### src/rtl/seg_pkg.sv
// Shared types for the segment translation unit.
// Assumes fault codes fit in three bits and access codes in two.
package seg_pkg;
    typedef enum logic [2:0] {
        FLT_NONE    = 3'd0,
        FLT_LEN     = 3'd1,
        FLT_INVALID = 3'd2,
        FLT_LIMIT   = 3'd3,
        FLT_PERM    = 3'd4
    } fault_e;

    typedef enum logic [1:0] {
        ACC_RD   = 2'd0,
        ACC_WR   = 2'd1,
        ACC_EX   = 2'd2,
        ACC_RSVD = 2'd3
    } acc_e;

    typedef enum logic [1:0] {
        S_IDLE  = 2'd0,
        S_HIT   = 2'd1,
        S_FETCH = 2'd2,
        S_WAIT  = 2'd3
    } xl_state_e;
endpackage

### src/rtl/seg_cfg_watch.sv
// Watches the table configuration inputs and flags any change.
// Assumes a change is visible for one cycle after the inputs move.
module seg_cfg_watch #(
    parameter int TBL_AW = 10,
    parameter int LEN_W  = 7
) (
    input  logic              clk,
    input  logic              rst_n,
    input  logic [TBL_AW-1:0] tbl_base,
    input  logic [LEN_W-1:0]  tbl_len,
    output logic              chg
);
    logic [TBL_AW-1:0] base_q;
    logic [LEN_W-1:0]  len_q;

    // Keep the last seen configuration.
    always_ff @(posedge clk) begin
        if (!rst_n) begin
            base_q <= '0;
            len_q  <= '0;
        end else begin
            base_q <= tbl_base;
            len_q  <= tbl_len;
        end
    end

    // A difference from the stored copy means a write happened.
    always_comb chg = (base_q != tbl_base) || (len_q != tbl_len);
endmodule

### src/rtl/seg_desc_cache.sv
// One-entry descriptor store tagged by segment number.
// Assumes invalidation outranks a fill in the same cycle.
// USE_CACHE = 0 builds a store that never hits.
module seg_desc_cache #(
    parameter bit USE_CACHE = 1'b1,
    parameter int SEG_W     = 6,
    parameter int DESC_W    = 36
) (
    input  logic              clk,
    input  logic              rst_n,
    input  logic              inv,
    input  logic              fill,
    input  logic [SEG_W-1:0]  fill_tag,
    input  logic [DESC_W-1:0] fill_data,
    input  logic [SEG_W-1:0]  look_tag,
    output logic              hit,
    output logic [DESC_W-1:0] data
);
    generate
        if (USE_CACHE) begin : g_cache
            logic              vld_q;
            logic [SEG_W-1:0]  tag_q;
            logic [DESC_W-1:0] dat_q;

            // Hold the most recently fetched descriptor.
            always_ff @(posedge clk) begin
                if (!rst_n) begin
                    vld_q <= 1'b0;
                    tag_q <= '0;
                    dat_q <= '0;
                end else if (inv) begin
                    vld_q <= 1'b0;
                end else if (fill) begin
                    vld_q <= 1'b1;
                    tag_q <= fill_tag;
                    dat_q <= fill_data;
                end
            end

            // Tag compare.
            always_comb begin
                hit  = vld_q && (tag_q == look_tag);
                data = dat_q;
            end

            // an invalidation leaves the entry empty.
            p_inv_clears_r11: assert property (@(posedge clk) disable iff (!rst_n)
                inv |=> !vld_q);
        end else begin : g_nocache
            // No storage: every lookup misses.
            always_comb begin
                hit  = 1'b0;
                data = '0;
            end
        end
    endgenerate
endmodule

### src/rtl/seg_check.sv
// Combinational descriptor checks and address sum.
// Order: valid flag, limit, permission. The length check lives in the top.
// Assumes the descriptor layout {ex, wr, rd, valid, limit, base}.
module seg_check
    import seg_pkg::*;
#(
    parameter int OFF_W = 12,
    parameter int PA_W  = 20
) (
    input  logic [PA_W+OFF_W+3:0] desc,
    input  logic [OFF_W-1:0]      off,
    input  logic [1:0]            acc,
    output fault_e                code,
    output logic [PA_W-1:0]       pa
);
    localparam int LIM_LO = PA_W;
    localparam int VLD_B  = PA_W + OFF_W;

    logic [PA_W-1:0]  d_base;
    logic [OFF_W-1:0] d_limit;
    logic             d_vld;
    logic [2:0]       d_perm;
    logic             perm_ok;

    // Field extraction.
    always_comb begin
        d_base  = desc[PA_W-1:0];
        d_limit = desc[LIM_LO +: OFF_W];
        d_vld   = desc[VLD_B];
        d_perm  = desc[VLD_B+1 +: 3];
    end

    // Pick the permission flag for the access type; the reserved code is denied.
    always_comb begin
        case (acc_e'(acc))
            ACC_RD:  perm_ok = d_perm[0];
            ACC_WR:  perm_ok = d_perm[1];
            ACC_EX:  perm_ok = d_perm[2];
            default: perm_ok = 1'b0;
        endcase
    end

    // Prioritised fault selection and address sum.
    always_comb begin
        pa = '0;
        if (!d_vld)                code = FLT_INVALID;
        else if (off >= d_limit)   code = FLT_LIMIT;
        else if (!perm_ok)         code = FLT_PERM;
        else begin
            code = FLT_NONE;
            pa   = d_base + PA_W'(off);
        end
    end

    // no legal verdict for an offset at or past the limit.
    always_comb begin
        if (code == FLT_NONE) begin
            p_legal_in_limit_r5: assert (off < desc[LIM_LO +: OFF_W]);
        end
    end
endmodule

### src/rtl/seg_xlate.sv
// Segment translation unit top.
// Accepts a request when idle, checks it against the table length, then
// obtains the descriptor from the one-entry cache or through one read with
// one-cycle latency. It registers pa and fault with a one-cycle done pulse.
// Assumes mem_rd_data is valid the cycle after mem_rd_en.
module seg_xlate
    import seg_pkg::*;
#(
    parameter int SEG_W     = 6,
    parameter int OFF_W     = 12,
    parameter int PA_W      = 20,
    parameter int TBL_AW    = 10,
    parameter bit USE_CACHE = 1'b1,
    localparam int LEN_W    = SEG_W + 1,
    localparam int DESC_W   = PA_W + OFF_W + 4
) (
    input  logic              clk,
    input  logic              rst_n,
    input  logic [TBL_AW-1:0] tbl_base,
    input  logic [LEN_W-1:0]  tbl_len,
    input  logic              req,
    input  logic [SEG_W-1:0]  req_seg,
    input  logic [OFF_W-1:0]  req_off,
    input  logic [1:0]        req_acc,
    output logic              mem_rd_en,
    output logic [TBL_AW-1:0] mem_rd_addr,
    input  logic [DESC_W-1:0] mem_rd_data,
    output logic              done,
    output logic [PA_W-1:0]   pa,
    output logic [2:0]        fault
);
    xl_state_e         state;
    logic [SEG_W-1:0]  seg_q;
    logic [OFF_W-1:0]  off_q;
    logic [1:0]        acc_q;
    logic              done_q;
    logic [PA_W-1:0]   pa_q;
    fault_e            fault_q;

    logic              cfg_chg;
    logic              c_hit;
    logic [DESC_W-1:0] c_data;
    logic              hit_now;
    logic              len_bad;
    logic [DESC_W-1:0] chk_desc;
    fault_e            chk_code;
    logic [PA_W-1:0]   chk_pa;

    seg_cfg_watch #(.TBL_AW(TBL_AW), .LEN_W(LEN_W)) u_watch (
        .clk      (clk),
        .rst_n    (rst_n),
        .tbl_base (tbl_base),
        .tbl_len  (tbl_len),
        .chg      (cfg_chg)
    );

    seg_desc_cache #(.USE_CACHE(USE_CACHE), .SEG_W(SEG_W), .DESC_W(DESC_W)) u_cache (
        .clk       (clk),
        .rst_n     (rst_n),
        .inv       (cfg_chg),
        .fill      (state == S_WAIT),
        .fill_tag  (seg_q),
        .fill_data (mem_rd_data),
        .look_tag  (req_seg),
        .hit       (c_hit),
        .data      (c_data)
    );

    seg_check #(.OFF_W(OFF_W), .PA_W(PA_W)) u_check (
        .desc (chk_desc),
        .off  (off_q),
        .acc  (acc_q),
        .code (chk_code),
        .pa   (chk_pa)
    );

    // Length check and cache decision for an incoming request.
    always_comb begin
        len_bad = ({1'b0, req_seg} >= tbl_len);
        hit_now = c_hit && !cfg_chg;
    end

    // Descriptor source: the memory port while waiting, the cache otherwise.
    always_comb chk_desc = (state == S_WAIT) ? mem_rd_data : c_data;

    // Read port drive during the fetch cycle.
    always_comb begin
        mem_rd_en   = (state == S_FETCH);
        mem_rd_addr = (state == S_FETCH) ? (tbl_base + TBL_AW'(seg_q)) : '0;
    end

    // Request sequencing and result registers.
    always_ff @(posedge clk) begin
        if (!rst_n) begin
            state   <= S_IDLE;
            seg_q   <= '0;
            off_q   <= '0;
            acc_q   <= '0;
            done_q  <= 1'b0;
            pa_q    <= '0;
            fault_q <= FLT_NONE;
        end else begin
            done_q <= 1'b0;
            case (state)
                S_IDLE: begin
                    if (req) begin
                        seg_q <= req_seg;
                        off_q <= req_off;
                        acc_q <= req_acc;
                        if (len_bad) begin
                            done_q  <= 1'b1;
                            fault_q <= FLT_LEN;
                            pa_q    <= '0;
                        end else if (hit_now) begin
                            state <= S_HIT;
                        end else begin
                            state <= S_FETCH;
                        end
                    end
                end
                S_FETCH: state <= S_WAIT;
                default: begin
                    done_q  <= 1'b1;
                    fault_q <= chk_code;
                    pa_q    <= chk_pa;
                    state   <= S_IDLE;
                end
            endcase
        end
    end

    // Output drive.
    always_comb begin
        done  = done_q;
        pa    = pa_q;
        fault = fault_q;
    end

    // an out-of-range segment completes next cycle with code 1 and no read.
    p_len_fault_r2: assert property (@(posedge clk) disable iff (!rst_n)
        (state == S_IDLE && req && len_bad) |=> (done && fault == 3'd1 && !mem_rd_en));

    // a read lasts one cycle.
    p_single_read_r3: assert property (@(posedge clk) disable iff (!rst_n)
        mem_rd_en |=> !mem_rd_en);

    // completion follows a read after two cycles.
    p_miss_latency_r9: assert property (@(posedge clk) disable iff (!rst_n)
        mem_rd_en |=> ##1 done);

    // done is a single-cycle pulse.
    p_done_pulse_r9: assert property (@(posedge clk) disable iff (!rst_n)
        done |=> !done);

    // a hit issues no read.
    p_hit_no_read_r10: assert property (@(posedge clk) disable iff (!rst_n)
        (state == S_IDLE && req && !len_bad && hit_now) |=> !mem_rd_en);

    // a faulting completion carries a zero address.
    p_fault_pa_zero_r13: assert property (@(posedge clk) disable iff (!rst_n)
        (done && fault != 3'd0) |-> (pa == '0));

    // only defined codes appear.
    p_code_range_r7: assert property (@(posedge clk) disable iff (!rst_n)
        done |-> (fault <= 3'd4));
endmodule

### config.mk
export PLATFORM = sky130hd
export DESIGN_NAME = seg_xlate
export DESIGN_NICKNAME = d
export VERILOG_FILES = /design/src/rtl/seg_pkg.sv /design/src/rtl/seg_cfg_watch.sv /design/src/rtl/seg_desc_cache.sv /design/src/rtl/seg_check.sv /design/src/rtl/seg_xlate.sv
export SDC_FILE = /design/constraint.sdc
export NUM_CORES = 1
export LEC_CHECK = 0
export CORE_AREA = 2 2 99 101
export DETAILED_ROUTE_END_ITERATION = 6
export DIE_AREA = 0 0 101 103
export DONT_BUFFER_PORTS = 1
export GPL_TIMING_DRIVEN = 0
export HOLD_SLACK_MARGIN = 0.05
export PLACE_DENSITY = 0.79
export SYNTH_ARGS = -nofsm -noshare
export SYNTH_HDL_FRONTEND = slang
export SYNTH_SLANG_ARGS = --single-unit
### constraint.sdc
create_clock -name clk -period 4.4 [get_ports clk]
set_input_delay 1.1 -clock clk [delete_from_list [all_inputs] [get_ports clk]]
set_output_delay 1.1 -clock clk [all_outputs]
set_load 0.02 [all_outputs]
==> metrics.txt, run 1 <==
# TYPE chip_impl_metric gauge
chip_impl_metric{name="finalHoldViolCount",unit=""} 0
chip_impl_info{name="critical_path.startpoint_type",value="flip-flop"} 1
chip_impl_info{name="setup.worst_path.class",value="flip-flop to flip-flop"} 1
chip_impl_metric{name="peakVddDrop",unit="V"} 0.000160
chip_impl_metric{name="cap_violations",unit=""} 0
chip_impl_info{name="hold_path_startpoint",value="acc_q[1]"} 1
chip_impl_metric{name="fp.dieH",unit="um"} 103
chip_impl_info{name="setup_repair_after_global_routing_missed_its_margin",value="no"} 1
chip_impl_info{name="run_status",value="completed"} 1
chip_impl_metric{name="clock_tree.htree_level_count",unit=""} 3
chip_impl_metric{name="p_per_area",unit="nW/um^2"} 290
chip_impl_metric{name="crit_path_max_fanout",unit=""} 10
chip_impl_metric{name="finalSetupViolCount",unit=""} 0
chip_impl_metric{name="clock_pin_slew_worst_setup_and_hold_paths",unit="ns"} 0.10
chip_impl_metric{name="slew_limit_fails",unit=""} 0
chip_impl_metric{name="detailedRoute.firstPassIterationCount",unit=""} 4
chip_impl_metric{name="seq_area_frac_synth",unit="%"} 36.2
chip_impl_metric{name="viasPerCell",unit=""} 6.02
chip_impl_metric{name="design.core.area",unit="um^2"} 9460
chip_impl_info{name="crit_startpoint",value="state[0]"} 1
chip_impl_metric{name="cts_num_sinks",unit=""} 106
chip_impl_metric{name="slew-limit-headroom",unit="%"} 62.3
chip_impl_metric{name="io_buffers",unit=""} 0
chip_impl_metric{name="postCtsSetupBuffers",unit=""} 0
chip_impl_metric{name="area_delta_synth_final",unit="%"} 5.33
chip_impl_metric{name="synthesis.nets",unit=""} 754
chip_impl_metric{name="top_level_ports",unit=""} 111
chip_impl_metric{name="register_area",unit="um^2"} 2120
chip_impl_metric{name="worst_path_arrival",unit="ns"} 4.40
chip_impl_info{name="tritoncts",value="yes"} 1
chip_impl_metric{name="drive_above_1_share",unit="%"} 7.96
chip_impl_metric{name="drc_violation_count_after_routing",unit=""} 0
chip_impl_info{name="crit-reg2reg-launch",value="state[0]"} 1
chip_impl_metric{name="totalWireLength",unit="um"} 14100
chip_impl_metric{name="fp.dieArea",unit="um^2"} 10400
chip_impl_metric{name="post_cts.resized_instances",unit=""} 0
chip_impl_metric{name="cts_hold_buffers_added",unit=""} 0
chip_impl_metric{name="grt_remaining_overflow",unit=""} 0
chip_impl_metric{name="fin_tns_setup",unit="ns"} 0
chip_impl_info{name="hold_path_class",value="flip-flop to flip-flop"} 1
chip_impl_metric{name="insertion_delay",unit="ns"} 0.37
chip_impl_info{name="clock_tree.root_cell",value="sky130_fd_sc_hd__clkbuf_8"} 1
chip_impl_metric{name="count_of_fill_cells_added_during_filler_insertion",unit=""} 778
chip_impl_metric{name="vias_after_detailed_routing",unit=""} 4614
chip_impl_metric{name="required_time_of_the_critical_path",unit="ns"} 4.72
chip_impl_info{name="synth_flop_cell",value="sky130_fd_sc_hd__dfxtp_1"} 1
chip_impl_metric{name="rows",unit=""} 36
chip_impl_metric{name="synth_cell_types",unit=""} 51
chip_impl_metric{name="share_of_flip_flops_with_an_asynchronous_set_or_reset",unit="%"} 0
chip_impl_metric{name="finish.net_count",unit=""} 765
chip_impl_metric{name="timing.fmax",unit="GHz"} 0.245
chip_impl_metric{name="initialDrtViolationCount",unit=""} 212
chip_impl_metric{name="n_antenna_cell",unit=""} 0
chip_impl_metric{name="tightestPinTransition",unit="ns"} 0.561
chip_impl_metric{name="syn_inst_count",unit=""} 638
chip_impl_metric{name="layout_worst_path_cycle_share",unit="%"} 92.7
chip_impl_metric{name="numCtsBuffers",unit=""} 9
chip_impl_metric{name="routedWlPerCell",unit="um"} 18.4
chip_impl_metric{name="floorplan.initialDensity",unit="%"} 62.1
chip_impl_metric{name="fin_crit",unit="ns"} 4.08
chip_impl_metric{name="die_x",unit="um"} 101
chip_impl_metric{name="grt_use_total",unit="%"} 27.8
chip_impl_metric{name="holdWs",unit="ns"} 0.490
chip_impl_metric{name="static-leakage-power",unit="nW"} 2.79
chip_impl_metric{name="cts-root-to-sink-buffers",unit=""} 2
chip_impl_metric{name="syn-cell-area",unit="um^2"} 5870
chip_impl_metric{name="grt_pass1_wl",unit="um"} 22400
chip_impl_metric{name="vias_in_the_first_global_route",unit=""} 4579
chip_impl_metric{name="hpwlAfterDp",unit="um"} 11100
chip_impl_info{name="critPathCaptureType",value="flip-flop"} 1
chip_impl_metric{name="synth-warning-count",unit=""} 0
chip_impl_metric{name="synth-seq-cells",unit=""} 106
chip_impl_metric{name="multi_input_comb_area",unit="um^2"} 3530
chip_impl_metric{name="synth_enable_flop_cells",unit=""} 0
chip_impl_metric{name="antenna_violations_before_repair",unit=""} 0
chip_impl_info{name="most-common-layout-cells",value="sky130_fd_sc_hd__dfxtp_1, sky130_fd_sc_hd__nand2_1, sky130_fd_sc_hd__mux2i_1"} 1
chip_impl_metric{name="grt_max_degree",unit=""} 17
chip_impl_metric{name="final_antenna_net_count",unit=""} 0
chip_impl_metric{name="clock_skew",unit="ns"} 0.0114
chip_impl_metric{name="synthesis.area_per_instance",unit="um^2"} 9.20
chip_impl_info{name="layout_commonest_cell",value="sky130_fd_sc_hd__dfxtp_1"} 1
chip_impl_metric{name="gp_congestion",unit=""} 0.957
## worst paths after layout
| kind | cells after the start | slack [ns] | end |
|---|---|---|---|
| setup reg to reg | 13 | 0.32 | pa[18] |
| hold / removal | 2 | 0.49 | acc_q[1] |
| setup / recovery | 13 | 0.32 | pa[18] |
| hold reg to reg | 2 | 0.49 | acc_q[1] |
## cell families (layout without fill, tap and decap cells)
logic type | count (synthesis) | after routing | share of synthesized area (%)
AO/OA/AOI/OAI | 139 | 139 | 17.5
adder cells (fa/ha/maj) | 40 | 40 | 8.78
XOR/XNOR | 42 | 42 | 6.27
buffers and inverters | 48 | 63 | 3.69
flip-flops | 106 | 106 | 36.2
AND/OR/NAND/NOR | 204 | 204 | 17.2
multiplexers | 59 | 59 | 10.4
## area by class of cell
cell class / instances / share of cell area, %
inverter: 17 / 1.03
multi-input combinational: 484 / 57.1
clock inverter: 4 / 0.465
buffer: 31 / 2.47
clock buffer: 11 / 2.29
sequential: 106 / 34.3
tap: 114 / 2.31
## synthesized netlist by cell type, types with 2 or more instances
master	number	share of area [%]
sky130_fd_sc_hd__a21boi_0	24	3.1
sky130_fd_sc_hd__nand2_1	86	5.5
sky130_fd_sc_hd__a32oi_1	9	1.3
sky130_fd_sc_hd__nor2_1	20	1.3
sky130_fd_sc_hd__a21o_1	13	1.7
sky130_fd_sc_hd__o211a_1	18	3.1
sky130_fd_sc_hd__a21oi_1	25	2.1
sky130_fd_sc_hd__a32o_1	2	0.34
sky130_fd_sc_hd__o211ai_1	2	0.26
sky130_fd_sc_hd__o21bai_1	6	0.77
sky130_fd_sc_hd__and2_1	19	2.0
sky130_fd_sc_hd__mux2_2	16	3.1
sky130_fd_sc_hd__xnor2_1	20	3.0
sky130_fd_sc_hd__fa_1	2	0.68
sky130_fd_sc_hd__buf_2	11	0.94
sky130_fd_sc_hd__nor4_1	6	0.64
sky130_fd_sc_hd__nor3_1	7	0.60
sky130_fd_sc_hd__dfxtp_1	106	36
sky130_fd_sc_hd__o31ai_1	3	0.38
sky130_fd_sc_hd__buf_4	4	0.51
sky130_fd_sc_hd__nand4_1	3	0.32
sky130_fd_sc_hd__nand2b_1	5	0.53
sky130_fd_sc_hd__a31oi_1	6	0.64
sky130_fd_sc_hd__nor2b_1	34	3.6
sky130_fd_sc_hd__a211oi_1	4	0.51
sky130_fd_sc_hd__and3_1	6	0.64
sky130_fd_sc_hd__clkbuf_1	15	0.96
sky130_fd_sc_hd__o2111ai_1	2	0.30
sky130_fd_sc_hd__xor2_1	22	3.3
sky130_fd_sc_hd__or3_1	2	0.21
sky130_fd_sc_hd__o21ai_0	16	1.4
sky130_fd_sc_hd__inv_1	17	1.1
sky130_fd_sc_hd__nand3_1	10	0.85
sky130_fd_sc_hd__mux2i_1	43	7.3
sky130_fd_sc_hd__ha_1	38	8.1
## per-layer routing
| metal | GRT usage, % | part of all wire [%] |
|---|---|---|
| met1 | 35.4 | 44 |
| met2 | 45.6 | 46 |
| met3 | 8.27 | 8.3 |
| met4 | 9.04 | 1.8 |
| met5 | 0 | 0 |
## flip-flops by register name (all words and copies together) (netlist names)
register / count
pa: 20
fault: 3
u_watch.base_q: 10
u_cache.data: 36
off_q: 12
u_cache.g_cache.tag_q: 6
done: 1
acc_q: 2
u_watch.len_q: 7
u_cache.g_cache.vld_q: 1
seg_q: 6
state: 2
## power by group
| group | internal (mW) | total [mW] | switching, mW |
|---|---|---|---|
| Clock | 0.219 | 0.545 | 0.326 |
| Sequential | 0.983 | 1.01 | 0.0235 |
| Combinational | 0.0950 | 0.240 | 0.145 |
## through the flow
step	utilization, %	instance area, um^2	worst slack (ns)	std cells	power (mW)
floorplan	-	5870	0.489	638	1.21
global placement	63.6	6010	0.377	752	1.26
detailed placement	63.6	6010	0.339	752	1.27
CTS	65.4	6180	0.331	767	1.80
global route	65.4	6180	0.103	767	1.88
finish	65.4	6180	0.322	767	1.79
## worst max-delay path: stages, from the launching register on
cell	delay, ns
sky130_fd_sc_hd__dfxtp_1	0.30
sky130_fd_sc_hd__buf_2	0.18
sky130_fd_sc_hd__nand2_2	0.22
sky130_fd_sc_hd__buf_4	0.28
sky130_fd_sc_hd__buf_2	0.32
sky130_fd_sc_hd__buf_2	0.35
sky130_fd_sc_hd__mux2i_1	0.34
sky130_fd_sc_hd__ha_1	0.30
sky130_fd_sc_hd__a21o_1	0.18
sky130_fd_sc_hd__a21o_1	0.17
sky130_fd_sc_hd__a211o_1	0.36
sky130_fd_sc_hd__a2111oi_4	0.50
sky130_fd_sc_hd__and3_2	0.33
sky130_fd_sc_hd__a32o_1	0.18
(Power assumes the default switching activity.)
==> run 2, diff against run 1 <==
--- a/config.mk
+++ b/config.mk
@@ -5,13 +5,14 @@
 export SDC_FILE = /design/constraint.sdc
 export NUM_CORES = 1
 export LEC_CHECK = 0
-export CORE_AREA = 2 2 99 101
+export CORE_AREA = 2 2 107 109
 export DETAILED_ROUTE_END_ITERATION = 6
-export DIE_AREA = 0 0 101 103
+export DIE_AREA = 0 0 109 111
 export DONT_BUFFER_PORTS = 1
 export GPL_TIMING_DRIVEN = 0
 export HOLD_SLACK_MARGIN = 0.05
 export PLACE_DENSITY = 0.79
 export SYNTH_ARGS = -nofsm -noshare
 export SYNTH_HDL_FRONTEND = slang
+export SYNTH_HIERARCHICAL = 1
 export SYNTH_SLANG_ARGS = --single-unit
==> run 2 against run 1 <==
  * Via count up 24%
  * First-iteration DRC count rose by 110%
  * Cell area grew 19%
  * Clock-buffer cell count decreased by 2
  * Area after synthesis up 17%
  * Cell count is 24% higher
  * Register-to-register slack improved by 0.76 ns
  * Setup slack better by 0.24 ns
  * Clock skew fell by 0.0018 ns
  * Non-clock buffer count up 16
  * Flip-flop and latch count unchanged
  * Critical path type is now primary input to output pin
  * Critical endpoint is now mem_rd_addr[8]
==> metrics.txt, run 2 <==
# TYPE chip_impl_metric gauge
chip_impl_metric{name="n_antenna_cell",unit=""} 0
chip_impl_info{name="whs_endpoint",value="u_cache/data[31]"} 1
chip_impl_metric{name="grt_max_degree",unit=""} 22
chip_impl_info{name="tritoncts",value="yes"} 1
chip_impl_metric{name="timing.fmax",unit="GHz"} 0.261
chip_impl_metric{name="slew-limit-headroom",unit="%"} 50.2
chip_impl_metric{name="clock_pin_slew_worst_setup_and_hold_paths",unit="ns"} 0.08
chip_impl_info{name="run_status",value="completed"} 1
chip_impl_metric{name="clock_tree.htree_level_count",unit=""} 3
chip_impl_metric{name="static-leakage-power",unit="nW"} 2.80
chip_impl_metric{name="drc_violation_count_after_routing",unit=""} 0
chip_impl_metric{name="post_cts.resized_instances",unit=""} 0
chip_impl_metric{name="area_delta_synth_final",unit="%"} 7.04
chip_impl_info{name="critPathCaptureType",value="output pin"} 1
chip_impl_metric{name="seq_area_frac_synth",unit="%"} 30.9
chip_impl_metric{name="cap_violations",unit=""} 0
chip_impl_metric{name="grt_remaining_overflow",unit=""} 0
chip_impl_metric{name="required_time_of_the_critical_path",unit="ns"} 3.30
chip_impl_metric{name="routedWlPerCell",unit="um"} 18.2
chip_impl_info{name="critical_path.top_delay_family",value="compound AO/OA/AOI/OAI gates"} 1
chip_impl_metric{name="final_antenna_net_count",unit=""} 0
chip_impl_metric{name="cts_hold_buffers_added",unit=""} 0
chip_impl_metric{name="whs_path_depth",unit=""} 2
chip_impl_metric{name="cts-root-to-sink-buffers",unit=""} 2
chip_impl_metric{name="die_x",unit="um"} 109
chip_impl_metric{name="layout_worst_path_cycle_share",unit="%"} 87.2
chip_impl_metric{name="clock_skew",unit="ns"} 0.00951
chip_impl_metric{name="hpwlAfterDp",unit="um"} 13000
chip_impl_metric{name="largest_register_ffs",unit=""} 36
chip_impl_metric{name="top_level_ports",unit=""} 111
chip_impl_info{name="post-synth-top-area-cell",value="sky130_fd_sc_hd__dfxtp_1"} 1
chip_impl_info{name="most-common-layout-cells",value="sky130_fd_sc_hd__nand2_1, sky130_fd_sc_hd__dfxtp_1, sky130_fd_sc_hd__o21ai_0"} 1
chip_impl_metric{name="vias_in_the_first_global_route",unit=""} 5703
chip_impl_metric{name="cts_num_sinks",unit=""} 106
chip_impl_metric{name="initialDrtViolationCount",unit=""} 449
chip_impl_metric{name="detailedRoute.firstPassIterationCount",unit=""} 5
chip_impl_info{name="critical_path.startpoint_type",value="primary input"} 1
chip_impl_info{name="critical-path-slowest-cell",value="sky130_fd_sc_hd__mux2i_1"} 1
chip_impl_metric{name="crit_path_max_fanout",unit=""} 4
chip_impl_metric{name="vias_after_detailed_routing",unit=""} 5716
chip_impl_info{name="worstPathCellList",value="ha_1, inv_1, fa_1, nor2b_1, o31a_1, o311ai_1, mux2i_1"} 1
chip_impl_metric{name="synth-seq-cells",unit=""} 106
chip_impl_metric{name="post-route-util",unit="%"} 66.5
chip_impl_metric{name="p_per_area",unit="nW/um^2"} 294
chip_impl_info{name="rr_endpoint",value="pa[10]"} 1
chip_impl_metric{name="finish.net_count",unit=""} 917
chip_impl_metric{name="timing.reg2reg.setup_slack",unit="ns"} 1.08
chip_impl_metric{name="grt_use_total",unit="%"} 29.0
chip_impl_info{name="yosysMostFrequentCell",value="sky130_fd_sc_hd__nand2_1"} 1
chip_impl_metric{name="post-synth-top-area-fraction",unit="%"} 30.9
chip_impl_info{name="setup_repair_after_global_routing_missed_its_margin",value="no"} 1
chip_impl_metric{name="rows",unit=""} 39
chip_impl_info{name="hold_path_startpoint",value="u_cache/data[31]"} 1
chip_impl_metric{name="totalWireLength",unit="um"} 17300
chip_impl_metric{name="fp.dieH",unit="um"} 111
chip_impl_info{name="crit-reg2reg-launch",value="state[0]"} 1
chip_impl_metric{name="register_area",unit="um^2"} 2120
chip_impl_metric{name="synth_enable_flop_cells",unit=""} 0
chip_impl_metric{name="syn-cell-area",unit="um^2"} 6880
chip_impl_info{name="layout_commonest_cell",value="sky130_fd_sc_hd__nand2_1"} 1
chip_impl_metric{name="synth_cell_types",unit=""} 66
chip_impl_metric{name="slew_limit_fails",unit=""} 0
chip_impl_info{name="post_synth_most_frequent_cells",value="sky130_fd_sc_hd__nand2_1, sky130_fd_sc_hd__dfxtp_1, sky130_fd_sc_hd__o21ai_0"} 1
chip_impl_metric{name="finalSetupViolCount",unit=""} 0
chip_impl_metric{name="io_buffers",unit=""} 0
chip_impl_metric{name="rr_worst_depth",unit=""} 13
chip_impl_metric{name="synthesis.area_per_instance",unit="um^2"} 8.68
chip_impl_metric{name="multi_input_comb_area",unit="um^2"} 4350
chip_impl_info{name="synth_flop_cell",value="sky130_fd_sc_hd__dfxtp_1"} 1
chip_impl_info{name="clock_tree.root_cell",value="sky130_fd_sc_hd__clkbuf_16"} 1
chip_impl_metric{name="drive_above_1_share",unit="%"} 17.3
chip_impl_metric{name="numCtsBuffers",unit=""} 9
chip_impl_info{name="ys_top_cells_by_area",value="sky130_fd_sc_hd__dfxtp_1, sky130_fd_sc_hd__nand2_1, sky130_fd_sc_hd__a21boi_2"} 1
chip_impl_metric{name="worst_path_arrival",unit="ns"} 2.74
chip_impl_metric{name="finalHoldViolCount",unit=""} 0
chip_impl_metric{name="peakVddDrop",unit="V"} 0.000175
chip_impl_metric{name="synth-warning-count",unit=""} 6
chip_impl_metric{name="antenna_violations_before_repair",unit=""} 0
chip_impl_metric{name="floorplan.initialDensity",unit="%"} 62.1
chip_impl_metric{name="syn_inst_count",unit=""} 792
chip_impl_metric{name="postCtsSetupBuffers",unit=""} 0
chip_impl_metric{name="fin_crit",unit="ns"} 3.84
chip_impl_metric{name="gp_congestion",unit=""} 0.880
chip_impl_metric{name="worst-path-buf-inv",unit=""} 1
chip_impl_metric{name="viasPerCell",unit=""} 6.01
chip_impl_info{name="setup.worst_path.class",value="primary input to output pin"} 1
chip_impl_metric{name="count_of_fill_cells_added_during_filler_insertion",unit=""} 896
chip_impl_metric{name="design_power_total",unit="mW"} 2.17
chip_impl_metric{name="synthesis.nets",unit=""} 906
chip_impl_metric{name="share_of_flip_flops_with_an_asynchronous_set_or_reset",unit="%"} 0
chip_impl_metric{name="grt_pass1_wl",unit="um"} 27700
chip_impl_metric{name="tightestPinTransition",unit="ns"} 0.739
chip_impl_metric{name="worst_path_largest_cell_delay",unit="ns"} 0.49
chip_impl_metric{name="design.core.area",unit="um^2"} 11100
chip_impl_metric{name="fin_tns_setup",unit="ns"} 0
chip_impl_metric{name="insertion_delay",unit="ns"} 0.37
chip_impl_info{name="hold_path_class",value="flip-flop to flip-flop"} 1
chip_impl_metric{name="fp.dieArea",unit="um^2"} 12100
==> run 2: power breakdown <==
part	internal [mW]	switching, mW	leakage (nW)
logic	0.131	0.189	1.79
registers	0.986	0.0302	0.862
clock network	0.406	0.423	0.146
==> run 2: metal layers <==
metal / global-route usage [%] / up-vias / share of wire, %
met2: 47.8 / 186 / 47
li1: - / 2798 / -
met3: 7.76 / 25 / 7.9
met5: 0 / - / 0
met4: 9.49 / 0 / 1.9
met1: 36.3 / 2707 / 43
==> run 2: worst max path at each step <==
stage                 from        endpoint  slack (ns)  cells past startpoint
2_1_floorplan  tbl_base[0]  mem_rd_addr[8]        0.71                      7
3_3_place_gp   tbl_base[0]  mem_rd_addr[8]        0.61                      7
3_5_place_dp   tbl_base[0]  mem_rd_addr[8]        0.58                      7
4_1_cts        tbl_base[0]  mem_rd_addr[8]        0.56                      7
5_1_grt        tbl_base[0]  mem_rd_addr[8]        0.42                      7
6_report       tbl_base[0]  mem_rd_addr[8]        0.56                      7
==> run 2: final cells by class <==
cell class	instances	share of cell area (%)
well taps	143	2.43
clock buffers	9	3.06
plain buffers	47	3.84
flip-flops and latches	106	28.8
inverters	33	1.68
clock inverters	7	1.09
multi-input cells	606	59.1
==> run 2: logic make-up (layout without fill, tap and decap cells) <==
logic type | after synthesis | in the layout | share of synthesized area (%)
XOR/XNOR | 35 | 35 | 4.46
AO/OA/AOI/OAI | 188 | 188 | 20.8
buffers and inverters | 80 | 96 | 5.91
AND/OR/NAND/NOR | 307 | 307 | 24.6
multiplexers | 38 | 38 | 6.19
flip-flops | 106 | 106 | 30.9
adder cells (fa/ha/maj) | 38 | 38 | 7.13
==> run 2: through the flow <==
stage | setup WS [ns] | area, um^2 | instances | hold slack, ns
after floorplan | 0.710 | 6880 | 792 | 0.440
after global placement | 0.609 | 7060 | 935 | 0.447
after detailed placement | 0.581 | 7060 | 935 | 0.456
after CTS | 0.565 | 7360 | 951 | 0.468
after global routing | 0.416 | 7360 | 951 | 0.482
final | 0.563 | 7360 | 951 | 0.467
==> run 2: worst reg2reg max path: stages (launching register included) <==
cell and delay, ns:
sky130_fd_sc_hd__dfxtp_1 0.32, sky130_fd_sc_hd__buf_6 0.14, sky130_fd_sc_hd__nand2_2 0.22, sky130_fd_sc_hd__buf_2 0.32
sky130_fd_sc_hd__mux2_2 0.37, sky130_fd_sc_hd__ha_1 0.39, sky130_fd_sc_hd__a21o_1 0.22, sky130_fd_sc_hd__a221oi_2 0.31
sky130_fd_sc_hd__o21ai_0 0.16, sky130_fd_sc_hd__a21oi_1 0.20, sky130_fd_sc_hd__xor2_1 0.21, sky130_fd_sc_hd__nor2_1 0.09
sky130_fd_sc_hd__a31oi_1 0.16, sky130_fd_sc_hd__o21ai_0 0.09
